File: config.mk
export PLATFORM = sky130hd
export DESIGN_NAME = irq_sel_top
export DESIGN_NICKNAME = d
export VERILOG_FILES = /design/src/rtl/irq_sel_pkg.sv /design/src/rtl/irq_sel_pend.sv /design/src/rtl/irq_sel_ctrl.sv /design/src/rtl/irq_sel_top.sv
export SDC_FILE = /design/constraint.sdc
export NUM_CORES = 1
export LEC_CHECK = 0
export CORE_MARGIN = 4
export CORE_UTILIZATION = 45
export CTS_BUF_LIST = sky130_fd_sc_hd__clkbuf_4
export CTS_CLUSTER_DIAMETER = 200
export DETAILED_ROUTE_END_ITERATION = 6
export DONT_BUFFER_PORTS = 1
export PLACE_DENSITY = 0.59
export SLEW_MARGIN = 20
export SYNTH_ARGS = -nofsm -noshare
export SYNTH_HDL_FRONTEND = slang
export SYNTH_SLANG_ARGS = --single-unit
File: constraint.sdc
create_clock -name clk -period 4.4 [get_ports clk]
set_input_delay 0.88 -clock clk [delete_from_list [all_inputs] [get_ports clk]]
set_output_delay 0.88 -clock clk [all_outputs]
set_load 0.1 [all_outputs]
File: src/rtl/irq_sel_pkg.sv
package irq_sel_pkg;
  localparam int NUM_SRC = 14;
  localparam int CODE_W  = $clog2(NUM_SRC);

  // Index doubles as rank: lower index means higher priority.
  typedef enum logic [CODE_W-1:0] {
    SRC_SYSRST = 4'd0,
    SRC_MCHK   = 4'd1,
    SRC_DEBUG  = 4'd2,
    SRC_HDEC   = 4'd3,
    SRC_CEXT   = 4'd4,
    SRC_WDOG   = 4'd5,
    SRC_CBELL  = 4'd6,
    SRC_FIT    = 4'd7,
    SRC_PIT    = 4'd8,
    SRC_DEC    = 4'd9,
    SRC_EXT    = 4'd10,
    SRC_BELL   = 4'd11,
    SRC_PERF   = 4'd12,
    SRC_THERM  = 4'd13
  } srcId_e;

  localparam logic [NUM_SRC-1:0] LEVEL_MASK =
    (NUM_SRC'(1) << SRC_CEXT) | (NUM_SRC'(1) << SRC_EXT);

  // Strobes from control to datapath.
  typedef struct packed {
    logic               take;
    logic [NUM_SRC-1:0] takeOneHot;
  } selStrobe_t;

  // Machine-state gating bits.
  typedef struct packed {
    logic mchk;
    logic crit;
    logic ext;
    logic hdec;
    logic hv;
    logic prob;
  } gateBits_t;
endpackage

File: src/rtl/irq_sel_pend.sv
module irq_sel_pend
  import irq_sel_pkg::*;
(
  input  logic               clk,
  input  logic               rstN,
  input  logic [NUM_SRC-1:0] srcSet,
  input  selStrobe_t         strobe,
  output logic [NUM_SRC-1:0] pendQ
);
  logic [NUM_SRC-1:0] clrMask;
  logic [NUM_SRC-1:0] pendNext;
  logic               armQ;

  assign clrMask = strobe.take ? strobe.takeOneHot : '0;

  for (genvar i = 0; i < NUM_SRC; i++) begin : g_bit
    if (LEVEL_MASK[i]) begin : g_level
      assign pendNext[i] = srcSet[i];
    end else begin : g_edge
      assign pendNext[i] = (pendQ[i] & ~clrMask[i]) | srcSet[i];
    end
  end

  always_ff @(posedge clk or negedge rstN) begin
    if (!rstN) begin
      pendQ <= '0;
      armQ  <= 1'b0;
    end else begin
      pendQ <= pendNext;
      armQ  <= 1'b1;
    end
  end

  AST_EDGE_CLEAR: assert property (@(posedge clk) disable iff (!rstN)
    strobe.take |=> ((pendQ & $past(strobe.takeOneHot & ~srcSet & ~LEVEL_MASK)) == '0));
  AST_LEVEL_FOLLOW: assert property (@(posedge clk) disable iff (!rstN)
    armQ |-> ((pendQ & LEVEL_MASK) == ($past(srcSet) & LEVEL_MASK)));
  AST_SET_WINS: assert property (@(posedge clk) disable iff (!rstN)
    armQ |-> ((pendQ & $past(srcSet & ~LEVEL_MASK)) == $past(srcSet & ~LEVEL_MASK)));
endmodule

File: src/rtl/irq_sel_ctrl.sv
module irq_sel_ctrl
  import irq_sel_pkg::*;
(
  input  logic               clk,
  input  logic               rstN,
  input  logic [NUM_SRC-1:0] pendQ,
  input  gateBits_t          gate,
  input  logic               coreReady,
  output selStrobe_t         strobe,
  output logic [CODE_W-1:0]  takeCode
);
  logic [NUM_SRC-1:0] enableMask;
  logic [NUM_SRC-1:0] cand;
  logic [NUM_SRC-1:0] oneHot;
  logic               hdecOk;

  assign hdecOk = gate.hdec & (gate.ext | ~gate.hv | gate.prob);

  for (genvar i = 0; i < NUM_SRC; i++) begin : g_gate
    if (i == SRC_SYSRST) begin : g_rst
      assign enableMask[i] = 1'b1;
    end else if (i == SRC_MCHK) begin : g_mchk
      assign enableMask[i] = gate.mchk;
    end else if (i == SRC_HDEC) begin : g_hdec
      assign enableMask[i] = hdecOk;
    end else if (i < SRC_FIT) begin : g_crit
      assign enableMask[i] = gate.crit;
    end else begin : g_ext
      assign enableMask[i] = gate.ext;
    end
  end

  assign cand   = coreReady ? (pendQ & enableMask) : '0;
  assign oneHot = cand & ~(cand - NUM_SRC'(1));

  always_comb begin
    takeCode = '0;
    for (int i = 0; i < NUM_SRC; i++) begin
      if (oneHot[i]) takeCode = CODE_W'(i);
    end
  end

  assign strobe.take       = |cand;
  assign strobe.takeOneHot = oneHot;

  AST_ONE_TAKE: assert property (@(posedge clk) disable iff (!rstN)
    $onehot0(strobe.takeOneHot));
  AST_READY_GATE: assert property (@(posedge clk) disable iff (!rstN)
    !coreReady |-> !strobe.take);
  AST_SYSRST_FIRST: assert property (@(posedge clk) disable iff (!rstN)
    (pendQ[SRC_SYSRST] && coreReady) |-> (strobe.take && takeCode == SRC_SYSRST));
  AST_MCHK_GATE: assert property (@(posedge clk) disable iff (!rstN)
    (strobe.take && takeCode == SRC_MCHK) |-> gate.mchk);
  AST_CRIT_GATE: assert property (@(posedge clk) disable iff (!rstN)
    (strobe.take && (takeCode == SRC_DEBUG || takeCode == SRC_CEXT ||
     takeCode == SRC_WDOG || takeCode == SRC_CBELL)) |-> gate.crit);
  AST_EXT_GATE: assert property (@(posedge clk) disable iff (!rstN)
    (strobe.take && takeCode >= SRC_FIT) |-> gate.ext);
  AST_HDEC_GATE: assert property (@(posedge clk) disable iff (!rstN)
    (strobe.take && takeCode == SRC_HDEC) |->
      (gate.hdec && (gate.ext || !gate.hv || gate.prob)));
endmodule

File: src/rtl/irq_sel_top.sv
module irq_sel_top
  import irq_sel_pkg::*;
(
  input  logic               clk,
  input  logic               rstN,
  input  logic [NUM_SRC-1:0] srcSet,
  input  logic               coreReady,
  input  logic               enMchk,
  input  logic               enCrit,
  input  logic               enExt,
  input  logic               enHdec,
  input  logic               hvState,
  input  logic               probState,
  output logic               takeValid,
  output logic [CODE_W-1:0]  takeCode,
  output logic [NUM_SRC-1:0] takeOneHot
);
  logic [NUM_SRC-1:0] pendQ;
  selStrobe_t         strobe;
  gateBits_t          gate;

  assign gate = '{mchk: enMchk, crit: enCrit, ext: enExt,
                  hdec: enHdec, hv: hvState, prob: probState};

  irq_sel_pend pend_i (
    .clk    (clk),
    .rstN   (rstN),
    .srcSet (srcSet),
    .strobe (strobe),
    .pendQ  (pendQ)
  );

  irq_sel_ctrl ctrl_i (
    .clk       (clk),
    .rstN      (rstN),
    .pendQ     (pendQ),
    .gate      (gate),
    .coreReady (coreReady),
    .strobe    (strobe),
    .takeCode  (takeCode)
  );

  assign takeValid  = strobe.take;
  assign takeOneHot = strobe.takeOneHot;
endmodule

# Word level (Yosys, flattened, before mapping)
# Index checks and enable logic that the tools add are counted.
[classes]
add_sub_neg = 1
n_mux = 15
n_bitwise = 43
n_reduce_logical = 1
[op_table]
columns = ["op", "count"]
rows = [
  ["14-bit bitwise AND", 2],
  ["14-bit 2-to-1 mux", 2],
  ["4-bit 2-to-1 mux", 6],
  ["14-bit NOT", 1],
  ["1-bit bitwise OR", 14],
  ["14-bit OR reduction", 1],
  ["14-bit by 1-bit subtractor with 14-bit output (second input constant)", 1],
  ["1-bit bitwise AND", 13],
  ["1-bit NOT", 13],
  ["3-bit 2-to-1 mux", 4],
  ["2-bit 2-to-1 mux", 2],
  ["1-bit 2-to-1 mux", 1],
]
[word_totals]
reg_bits = 14
inputBits = 23
out_inout_bits = 19
elab_cells = 61

# Longest topological paths before layout
[logic_depth]
depth_word = 22
mapped_depth = 6
ltp_nobuf = 5

# Hierarchy
# Synthesis repeated with hierarchy kept, for this count alone.
[unflattened]
cells_unflattened = 100
hier_area_um2 = 947.2
[by_module_without_submodules]
columns = ["mod", "n_inst", "cells_per_inst", "area_per_inst_um2", "seq_area_each_um2"]
rows = [
  ["irq_sel_pend", 1, 39, 496.7, 350.3],
  ["irq_sel_ctrl", 1, 61, 450.4, 0.0],
]

# Least setup slack after synthesis
# OpenSTA, ideal clock, no wires.
[synth_path]
path_type = "in2out"
start = "in enCrit"
end = "out takeOneHot[11]"
arrival_time_ns = 3.525
t_required_ns = 3.520
path_slack_ns = -0.005
stages = 5
path_buffers = 1
cell_sequence = "buf_6 a221o_2 a211oi_4 nand2_2 nor4b_2"
[synth_between]
elab_chain_cells = 5
[synth_rtl]
columns = ["element", "line", "text"]
rows = [
  ["from (decl)", "irq_sel_top.sv:9", "input logic enCrit,"],
  ["14-bit bitwise AND", "irq_sel_ctrl.sv:33", "assign cand = coreReady ? (pendQ & enableMask) : '0;"],
  ["14-bit 2-to-1 mux", "irq_sel_ctrl.sv:33", ""],
  ["14-bit by 1-bit subtractor with 14-bit output", "irq_sel_ctrl.sv:34", "assign oneHot = cand & ~(cand - NUM_SRC'(1));"],
  ["14-bit NOT", "irq_sel_ctrl.sv:34", ""],
  ["14-bit bitwise AND", "irq_sel_ctrl.sv:34", ""],
  ["to (decl)", "irq_sel_top.sv:16", "output logic [NUM_SRC-1:0] takeOneHot"],
]
# No other way between the ends.

# Worst setup path in the final report
[layout_path]
start = "in enCrit"
end = "out takeOneHot[13]"
# The elaborated chain is that of the path after synthesis.

==> results_dict.tcl <==
set metrics [dict create \
    min_period_ns 3.33 \
    routed_wl_um 2220 \
    regMostFlops "pend_i.pendQ" \
    cts_resized 0 \
    track_usage 0.187 \
    final_common_cell "buf_4" \
    place_congestion 0.839 \
    drtPass1Iterations 4 \
    grt_pass1_wl_um 3720 \
    cts_tree "done" \
    worst_pin_slew_ns 0.958 \
    numPortBuffers 0 \
    antenna_found_initial 0 \
    drv_cap 0 \
    postRouteAntennaNets 0 \
    whs_ns 0.277 \
    ios 42 \
    critPathCaptureType "primary output" \
    fillCellCount 179 \
    fin_cells 143 \
    grt_max_degree 16 \
    drc_errors 0 \
    cts_setup_buffers 0 \
    clkTransAtPathRegs_ns 0.08 \
    hpwl_um 1750 \
    syn_area_per_cell_um2 8.86 \
    largest_reg_flops 14 \
    via_per_inst 5.69 \
    synth-seq-cells 14 \
    root_buffer "clkbuf_4" \
    crit_arrival_ns 2.45 \
    hp-class "in2async" \
    setup_violations 0 \
    cts_sinks 14 \
    clockBufferDepth 2 \
    max_freq_mhz 301 \
    area_growth_pct 23.6 \
    cts-hold-fix-buffers 0 \
    ys_types 35 \
    max-vdd-ir-drop_mv 0.192 \
    largestRegisters "pend_i.pendQ x14" \
    r2r-end "pend_i.pendQ[13]" \
    finClkSkew_ns 0.000474 \
    r2r_cells 4 \
    slew_headroom 0.366 \
    ys_warn_count 0 \
    wl_per_cell_um 15.5 \
    setup_tns_ns 0 \
    die_width_um 52.6 \
    r2r-start "pend_i.pendQ[2]" \
    leakagePower_nw 0.504 \
    syn_area_um2 895 \
    synth.net_count 124 \
    insertion_delay_ns 0.28 \
    drv_slew 0 \
    n_antenna_cell 0 \
    numCtsBuffers 3 \
    cp_max_fo 10 \
    hold_viol_final 0 \
    yosysSeqAreaShare 0.392 \
    cp-startpoint "enCrit" \
    synth_cells 101 \
    final_cell_mix "buf_4, dfrtp_1, a21o_1" \
    dieArea_mm2 0.00277 \
    critPathKind "in2out" \
    place_ws_ns 1.09 \
    dp.cells 139 \
    power_density_mw_per_mm2 265 \
    r2r_setup_slack_ns 2.65 \
    die_height_um 52.6 \
    coreArea_mm2 0.00180 \
    required_ns 3.52 \
    initial_core_util 0.497 \
    rsz0062_at_grt "false" \
    status "completed" \
    cts_max_level 1 \
    finalCritPeriodShare 0.756 \
    num_rows 15 \
    ff_latch_area_um2 350 \
    layout_setup_ws_ns 1.07 \
    layout-drive-gt1-share 0.263 \
    vias 814 \
    grt_pass1_vias 807 \
    fin_nets 142 \
    crit_path_start_kind "input pin" \
    multi_input_area_um2 531 \
    overflow 0 \
    drt_iter0_drc 20 \
]
## Yosys cell counts
cell	n	area, µm²
dfrtp_1	14	350
a21o_1	9	67.6
nor2_1	9	33.8
inv_1	8	30.0
nand2_1	8	30.0
and3_1	6	37.5
a21oi_1	4	20.0
nand3_1	4	20.0
nor3_1	4	20.0
o21ai_0	4	20.0
a22o_1	3	26.3
a22oi_1	2	15.0
and2_1	2	12.5
o211ai_1	2	15.0
o21bai_1	2	15.0
a211oi_4	1	20.0
a221o_2	1	11.3
a31oi_1	1	6.26
and3b_1	1	8.76
buf_4	1	7.51
buf_6	1	11.3
clkbuf_1	1	3.75
nand2_2	1	6.26
nand3b_1	1	7.51
nand4_1	1	6.26
nand4b_1	1	8.76
nor2b_1	1	6.26
nor4b_2	1	15.0
nor4bb_1	1	10.0
o21a_1	1	7.51
o22ai_1	1	6.26
o311ai_2	1	16.3
o31ai_1	1	7.51
or3_1	1	6.26
or3b_2	1	8.76
## power breakdown
group	total [mW]	internal, mW	switching (mW)
clock	0.0763	0.0330	0.0433
sequential	0.136	0.132	0.00435
combinational	0.0807	0.0217	0.0590
## worst max-delay path by stage
| stage | end | cells after the start |
|---|---|---|
| final | takeOneHot[13] | 5 |
| after global routing | takeOneHot[13] | 5 |
| after CTS | takeCode[1] | 5 |
| after detailed placement | takeCode[1] | 5 |
| after global placement | takeCode[1] | 5 |
| after floorplan | takeCode[3] | 5 |
## per-stage QoR
stage / instance area (µm²) / util / total power [mW]
final: 1110 / 0.614 / 0.293
after global routing: 1110 / 0.614 / 0.309
after CTS: 1110 / 0.614 / 0.298
after detailed placement: 1080 / 0.599 / 0.220
after global placement: 1080 / 0.599 / 0.219
after floorplan: 903 / - / 0.205
## area by class of cell
type,count,area share
inverters,8,0.0271
clock inverters,1,0.00339
repair buffers,16,0.124
well taps,25,0.0283
clock buffers,3,0.0204
multi-input cells,76,0.480
flip-flops and latches,14,0.317
## kinds of logic (layout without fill, tap and decap cells)
logic type | after synthesis | after routing | share of synthesized area
buffers and inverters | 11 | 28 | 0.0587
AND/OR/NAND/NOR | 43 | 43 | 0.266
AO/OA/AOI/OAI | 33 | 33 | 0.284
flip-flops | 14 | 14 | 0.392
## critical path: stages
cell and delay (ns):
a221o_2 0.41, a211oi_4 0.32, and2_1 0.34, and3_1 0.21, buf_4 0.28
## layer usage
metal / part of all wire / global-route usage
met1: 0.45 / 0.234
met2: 0.45 / 0.281
met3: 0.081 / 0.0598
met4: 0.014 / 0.102
met5: 0 / 0
Note: power is estimated with default switching activity, not from simulation.
